$ cat config.mk
export PLATFORM = sky130hd
export DESIGN_NAME = rst_supervisor
export DESIGN_NICKNAME = d
export VERILOG_FILES = /design/src/rtl/rst_supervisor.sv
export SDC_FILE = /design/constraint.sdc
export NUM_CORES = 1
export LEC_CHECK = 0
export ABC_AREA = 1
export CORE_MARGIN = 2
export CORE_UTILIZATION = 59
export DETAILED_ROUTE_END_ITERATION = 8
export PLACE_DENSITY = 0.79
export SYNTH_ARGS = -nofsm -noshare
export SYNTH_HDL_FRONTEND = slang
export SYNTH_SLANG_ARGS = --single-unit
$ cat constraint.sdc
create_clock -name clk -period 2.1 [get_ports clk]
set_input_delay 0.21 -clock clk [delete_from_list [all_inputs] [get_ports clk]]
set_output_delay 0.21 -clock clk [all_outputs]
set_load 0.01 [all_outputs]
$ cat src/rtl/rst_supervisor.sv
module rst_supervisor #(
  parameter int ACTIVE_HIGH     = 0,
  parameter int PRESCALE        = 1000,
  parameter int STRETCH_TICKS   = 200,
  parameter int WDT_LONG_TICKS  = 1400,
  parameter int WDT_MID_TICKS   = 600,
  parameter int WDT_SHORT_TICKS = 200
) (
  input  logic       clk,
  input  logic       por_n,
  input  logic       supply_ok,
  input  logic       cs_n,
  input  logic       cfg_wr,
  input  logic [1:0] cfg_wdt_sel,
  input  logic       cfg_wel,
  input  logic       cfg_lock_en,
  input  logic       cfg_wp_n,
  output logic       rst_out
);
  localparam int PW = (PRESCALE > 1) ? $clog2(PRESCALE) : 1;
  localparam int SW = $clog2(STRETCH_TICKS + 1);
  localparam int WW = $clog2(WDT_LONG_TICKS + 1);

  logic [PW-1:0] pre_q;
  logic [SW-1:0] st_q;
  logic [WW-1:0] wd_q, wd_limit;
  logic [1:0]    cs_sync;
  logic          cs_prev, hold_q;
  logic [1:0]    wdt_sel_q;

  wire tick    = (pre_q == PW'(PRESCALE - 1));
  wire cs_fall = cs_prev & ~cs_sync[1];
  wire wd_en   = (wdt_sel_q != 2'b11);
  wire cfg_ok  = cfg_wr & cfg_wel & ~(cfg_lock_en & ~cfg_wp_n);
  wire wd_fire = ~hold_q & wd_en & tick & ~cs_fall & (wd_q >= wd_limit - WW'(1));

  always_comb begin
    case (wdt_sel_q)
      2'b00:   wd_limit = WW'(WDT_LONG_TICKS);
      2'b01:   wd_limit = WW'(WDT_MID_TICKS);
      default: wd_limit = WW'(WDT_SHORT_TICKS);
    endcase
  end

  always_ff @(posedge clk or negedge por_n) begin
    if (!por_n) begin
      pre_q     <= '0;
      st_q      <= '0;
      wd_q      <= '0;
      hold_q    <= 1'b1;
      cs_sync   <= 2'b11;
      cs_prev   <= 1'b1;
      wdt_sel_q <= 2'b00;
    end else begin
      cs_sync <= {cs_sync[0], cs_n};
      cs_prev <= cs_sync[1];
      if (cfg_ok) wdt_sel_q <= cfg_wdt_sel;

      if (!supply_ok || tick) pre_q <= '0;
      else                    pre_q <= pre_q + PW'(1);

      if (!supply_ok) begin
        hold_q <= 1'b1;
        st_q   <= '0;
      end else if (hold_q) begin
        if (tick) begin
          if (st_q == SW'(STRETCH_TICKS - 1)) begin
            hold_q <= 1'b0;
            st_q   <= '0;
          end else begin
            st_q <= st_q + SW'(1);
          end
        end
      end else if (wd_fire) begin
        hold_q <= 1'b1;
        st_q   <= '0;
      end

      if (hold_q || !wd_en || cs_fall || wd_fire) wd_q <= '0;
      else if (tick)                              wd_q <= wd_q + WW'(1);
    end
  end

  generate
    if (ACTIVE_HIGH != 0) begin : g_hi
      assign rst_out = hold_q;
    end else begin : g_lo
      assign rst_out = ~hold_q;
    end
  endgenerate
endmodule

# Word level (Yosys, flattened, before mapping)
# Index checks and enable logic that the tools add are counted.
# word_totals
register_bits	35
word_cells	54
# classes
n_reduce_logical	9
n_eq_ne	6
n_lt_le_gt_ge	1
mux	14
n_addsub	4
n_bitwise	13
# ops
op	count
$mux W8	5
$mux W11	2
$pmux W11 S2	1
$add A11 B1 Y11 const B	1
$ge A11 B11 Y1	1
$sub A11 B1 Y11 const B	1
$add A10 B1 Y10 const B	1
$eq A10 B10 Y1 const B	1
$mux W10	1
$add A8 B1 Y8 const B	1
$and A1 B1 Y1	8
$eq A8 B8 Y1 const B	1
$mux W1	5
$not A1 Y1	5
$logic_or A1 B1 Y1	4
$ne A3 B1 Y1 const B	1
$ne A3 B2 Y1 const B	1
$eq A2 B1 Y1 const B	1
$logic_not A1 Y1	2
$logic_not A2 Y1	1
$ne A2 B2 Y1 const B	1
$reduce_and A2 Y1	1
$reduce_bool A2 Y1	1

# Logic depth before layout (Yosys ltp)
# logic_depth
depth_word	8
depth_mapped	14

# Least setup slack after synthesis
# No wires, ideal clock.
# synth_path
kind	flip-flop to flip-flop
startpoint	register wdt_sel_q[1]
endpoint	register st_q[5]
period_less_slack_ns	1.667
t_required_ns	1.983
arrival_time_ns	1.551
stages_incl_launch_ff	15
slack_ns	0.433
setup_ns	0.117
path_buffers	0
path_cell_list	dfrtp_1 > inv_1 > nand2_1 > ha_1 > nand2_2 > nor2_1 > nand2_1 > nand2_1 > nand2_2 > nand2_4 > nand2_4 > nand2_8 > nand2_8 > nand2_1 > nand2_1
# synth_via
elab_chain_cells	7
word_cells_on_any_way	12
# synth_rtl
element	line_no	rtl
start, declared	29	logic [1:0] wdt_sel_q;
start signal, assigned	57	if (cfg_ok) wdt_sel_q <= cfg_wdt_sel;
$eq A2 B1 Y1, or another cell as far along	38	case (wdt_sel_q)
$pmux W11 S2 / $and A1 B1 Y1 (equally long branches)	38, 35	
$sub A11 B1 Y11 / $and A1 B1 Y1 (equally long branches)	35	wire wd_fire = ~hold_q & wd_en & tick & ~cs_fall & (wd_q >= wd_limit - WW'(1));
$ge A11 B11 Y1 / $and A1 B1 Y1 (equally long branches)	35	
$and A1 B1 Y1 (*)	35	
$ne A3 B1 Y1 (no source line) (*)	--	
$reduce_and A2 Y1 (no source line) (*)	--	
end signal, assigned	71	st_q <= st_q + SW'(1);
end, declared	25	logic [SW-1:0] st_q;
# Mark *: on every way between the ends. The rest lies on a longest branch, timed or not.
# A chain may end at the register's enable or synchronous reset.

# Worst setup path after layout
# layout_path
startpoint	register wdt_sel_q[1]
endpoint	register st_q[7]
# Same word-level chain as after synthesis.

==> results.json <==
{
  "grt_pass1_vias": 1706,
  "cp.required_ns": 2.34,
  "dr_wl_met3_um": 102,
  "rows": 21,
  "r2r_slack_ns": 0.25,
  "hold_violations": 0,
  "critPathKind": "flip-flop to flip-flop",
  "dp.cells": 314,
  "critPathLaunchType": "flip-flop",
  "synth_seq_cells": 35,
  "power.density_mw_per_mm2": 535,
  "clockBufferDepth": 2,
  "setup_slack_ns": 0.246,
  "grt_overflow_total": 0,
  "status": "finished, final reports clean",
  "nets": 294,
  "top_layer_used": "met4",
  "min_period_ns": 1.85,
  "die_w_um": 63.2,
  "fin_skew_ns": 0.0174,
  "final_common_cell": "nand2_1",
  "synth_cell_type_count": 33,
  "cts-buffers-inserted": 5,
  "grt_use_total_pct": 22.8,
  "crit_path_max_incr_delay_ns": 0.41,
  "drc": 0,
  "postCtsHoldBufs": 0,
  "post_cts_resized": 0,
  "finalSetupTns_ns": 0,
  "path_delay_family": "simple AND/OR/NAND/NOR gates",
  "routedWlPerCell_um": 12.1,
  "area_growth_pct": 10.5,
  "critPathCaptureType": "flip-flop",
  "drtPass1Iterations": 4,
  "ir_worst_vdd_mv": 0.438,
  "fin_crit_sh_pct": 88.3,
  "gp_congestion": 0.803,
  "port_buffers": 10,
  "cts.sinks": 35,
  "yosys_warnings": 0,
  "met2_length_um": 1900,
  "crit_buf_inv": 1,
  "leakagePower_uw": 0.00111,
  "cts_tree": "done",
  "cpMostUsedCell": "nand2_1",
  "post-dp-hpwl_um": 2860,
  "reg2reg_to": "st_q[7]",
  "max_slew.worst_pin.slew_ns": 0.447,
  "coreArea_mm2": 0.00334,
  "start_util_pct": 61.9,
  "wl_met1_um": 1810,
  "fin_cells": 322,
  "synthCells": 259,
  "r2r_cells": 14,
  "drv_slew": 0,
  "cts_root_buf": "clkbuf_4",
  "r2r_start": "wdt_sel_q[1]",
  "synth-seq-area-share_pct": 42.6,
  "path_max_fanout": 10,
  "wl_um": 3900,
  "die-area_mm2": 0.00399,
  "synth_nets": 278,
  "rsz0062_at_grt": "false",
  "dieHeight_um": 63.2,
  "grt_max_degree": 36,
  "slew-limit-headroom_pct": 70.2,
  "worstPathCellList": "inv_1 -> nand2_1 -> ha_1 -> nand2_2 -> nor2_1 -> nand2_1 -> nand2_1 -> nand2_2 -> nand2_4 -> nand2_4 -> nand2_8 -> nand2_8 -> nand2_1 -> nand2_1",
  "mostFrequentLayoutCells": "nand2_1, dfrtp_1, inv_1, nor2_1, nand3_1",
  "drv_cap": 0,
  "ant_nets": 0,
  "cts_setup_buffers": 0,
  "cts_htree_levels": 2,
  "grt_pass1_wl_um": 7140,
  "synth_area_mm2": 0.00207,
  "dp_slack_ns": 0.277,
  "antenna_found_initial": 0,
  "clk_latency_ns": 0.35,
  "drt_iter0_markers": 111,
  "fmax_mhz": 539,
  "path_clk_slew_ns": 0.12,
  "crit_slowest_cell": "dfrtp_1",
  "n_antenna_cell": 0,
  "io_pins": 11,
  "arrival_ns": 2.10,
  "hp-class": "input pin to asynchronous set/reset pin",
  "setup_viol": 0,
  "routed_via_density": 5.23,
  "drive_gt1_share_pct": 11.6,
  "post_synth.cell_area_avg_um2": 7.98,
  "vias": 1685
}
==> sequential cells by signal, indices dropped and copies added (netlist names) <==
name	count
wd_q	11
cs_prev	1
hold_q	1
cs_sync	2
st_q	8
pre_q	10
wdt_sel_q	2
==> synthesized netlist by cell type <==
| cell | n | area [µm²] |
|---|---|---|
| o21ai_1 | 11 | 55.1 |
| nor2_4 | 2 | 22.5 |
| dfrtp_1 | 31 | 776 |
| o21ai_4 | 1 | 16.3 |
| buf_2 | 1 | 5.00 |
| nor3_2 | 2 | 20.0 |
| a31oi_1 | 1 | 6.26 |
| nand2_4 | 3 | 33.8 |
| inv_2 | 5 | 18.8 |
| nand2_1 | 64 | 240 |
| ha_1 | 9 | 113 |
| nand4_1 | 5 | 31.3 |
| nor4_1 | 1 | 6.26 |
| nor3b_1 | 1 | 7.51 |
| a21oi_1 | 10 | 50.1 |
| dfstp_2 | 4 | 105 |
| nand2_8 | 2 | 40.0 |
| nand2_2 | 3 | 18.8 |
| inv_1 | 28 | 105 |
| clkinv_1 | 1 | 3.75 |
| clkbuf_1 | 1 | 3.75 |
| and3_1 | 1 | 6.26 |
| nand3_1 | 17 | 85.1 |
| xnor2_1 | 2 | 17.5 |
| nor2_1 | 28 | 105 |
| xor2_1 | 6 | 52.6 |
| o22ai_1 | 2 | 12.5 |
| o211ai_1 | 1 | 7.51 |
| a41oi_1 | 1 | 8.76 |
| o21a_1 | 3 | 22.5 |
| nand3_2 | 2 | 20.0 |
| nor3_1 | 8 | 40.0 |
| o21ai_0 | 2 | 10.0 |
==> per-stage QoR <==
stage	power (µW)	hold slack (ns)	cell area (µm²)	utilization, %
after floorplan	788	-0.0856	2070	-
after global placement	832	0.347	2220	66.6
after detailed placement	836	0.347	2220	66.6
after CTS	1230	0.251	2280	68.4
after global routing	1290	0.255	2280	68.4
final	1220	0.257	2280	68.4
==> worst max-delay path by stage <==
stage                            start  endpoint  cells past startpoint
after floorplan           wdt_sel_q[1]   st_q[5]                     14
after global placement    wdt_sel_q[1]   wd_q[3]                     12
after detailed placement  wdt_sel_q[1]   wd_q[5]                     12
after CTS                 wdt_sel_q[1]   st_q[2]                     14
after global routing      wdt_sel_q[1]   st_q[2]                     14
final                     wdt_sel_q[1]   st_q[7]                     14
==> cells by family (layout without fill, tap and decap cells) <==
family	Yosys count	in the layout	synth area share [%]
simple gates	139	139	32.8
fa+ha+maj	9	9	5.45
compound gates	32	32	9.15
flops	35	35	42.6
buf+inv	36	53	6.60
xor+xnor	8	8	3.39
==> cell type report <==
cell class / instances / area [µm²]
flip-flops and latches: 35 / 881
inverters: 34 / 128
clock buffers: 7 / 55.1
well taps: 46 / 57.6
multi-input cells: 188 / 1050
repair buffers: 11 / 108
fillers: 269 / 1050
clock inverters: 1 / 5.00
==> power breakdown <==
part	switching [µW]	total [µW]	internal, µW
logic	64.8	109	44.7
clock network	237	399	162
registers	16.4	712	696
total	318	1220	903
==> routing by layer <==
layer | vias up | global-route usage [%]
met5 | - | 0
met4 | 0 | 8.70
li1 | 871 | -
met2 | 24 | 39.8
met3 | 8 | 5.36
met1 | 782 | 27.4
Note: power is estimated with default switching activity, not from simulation.
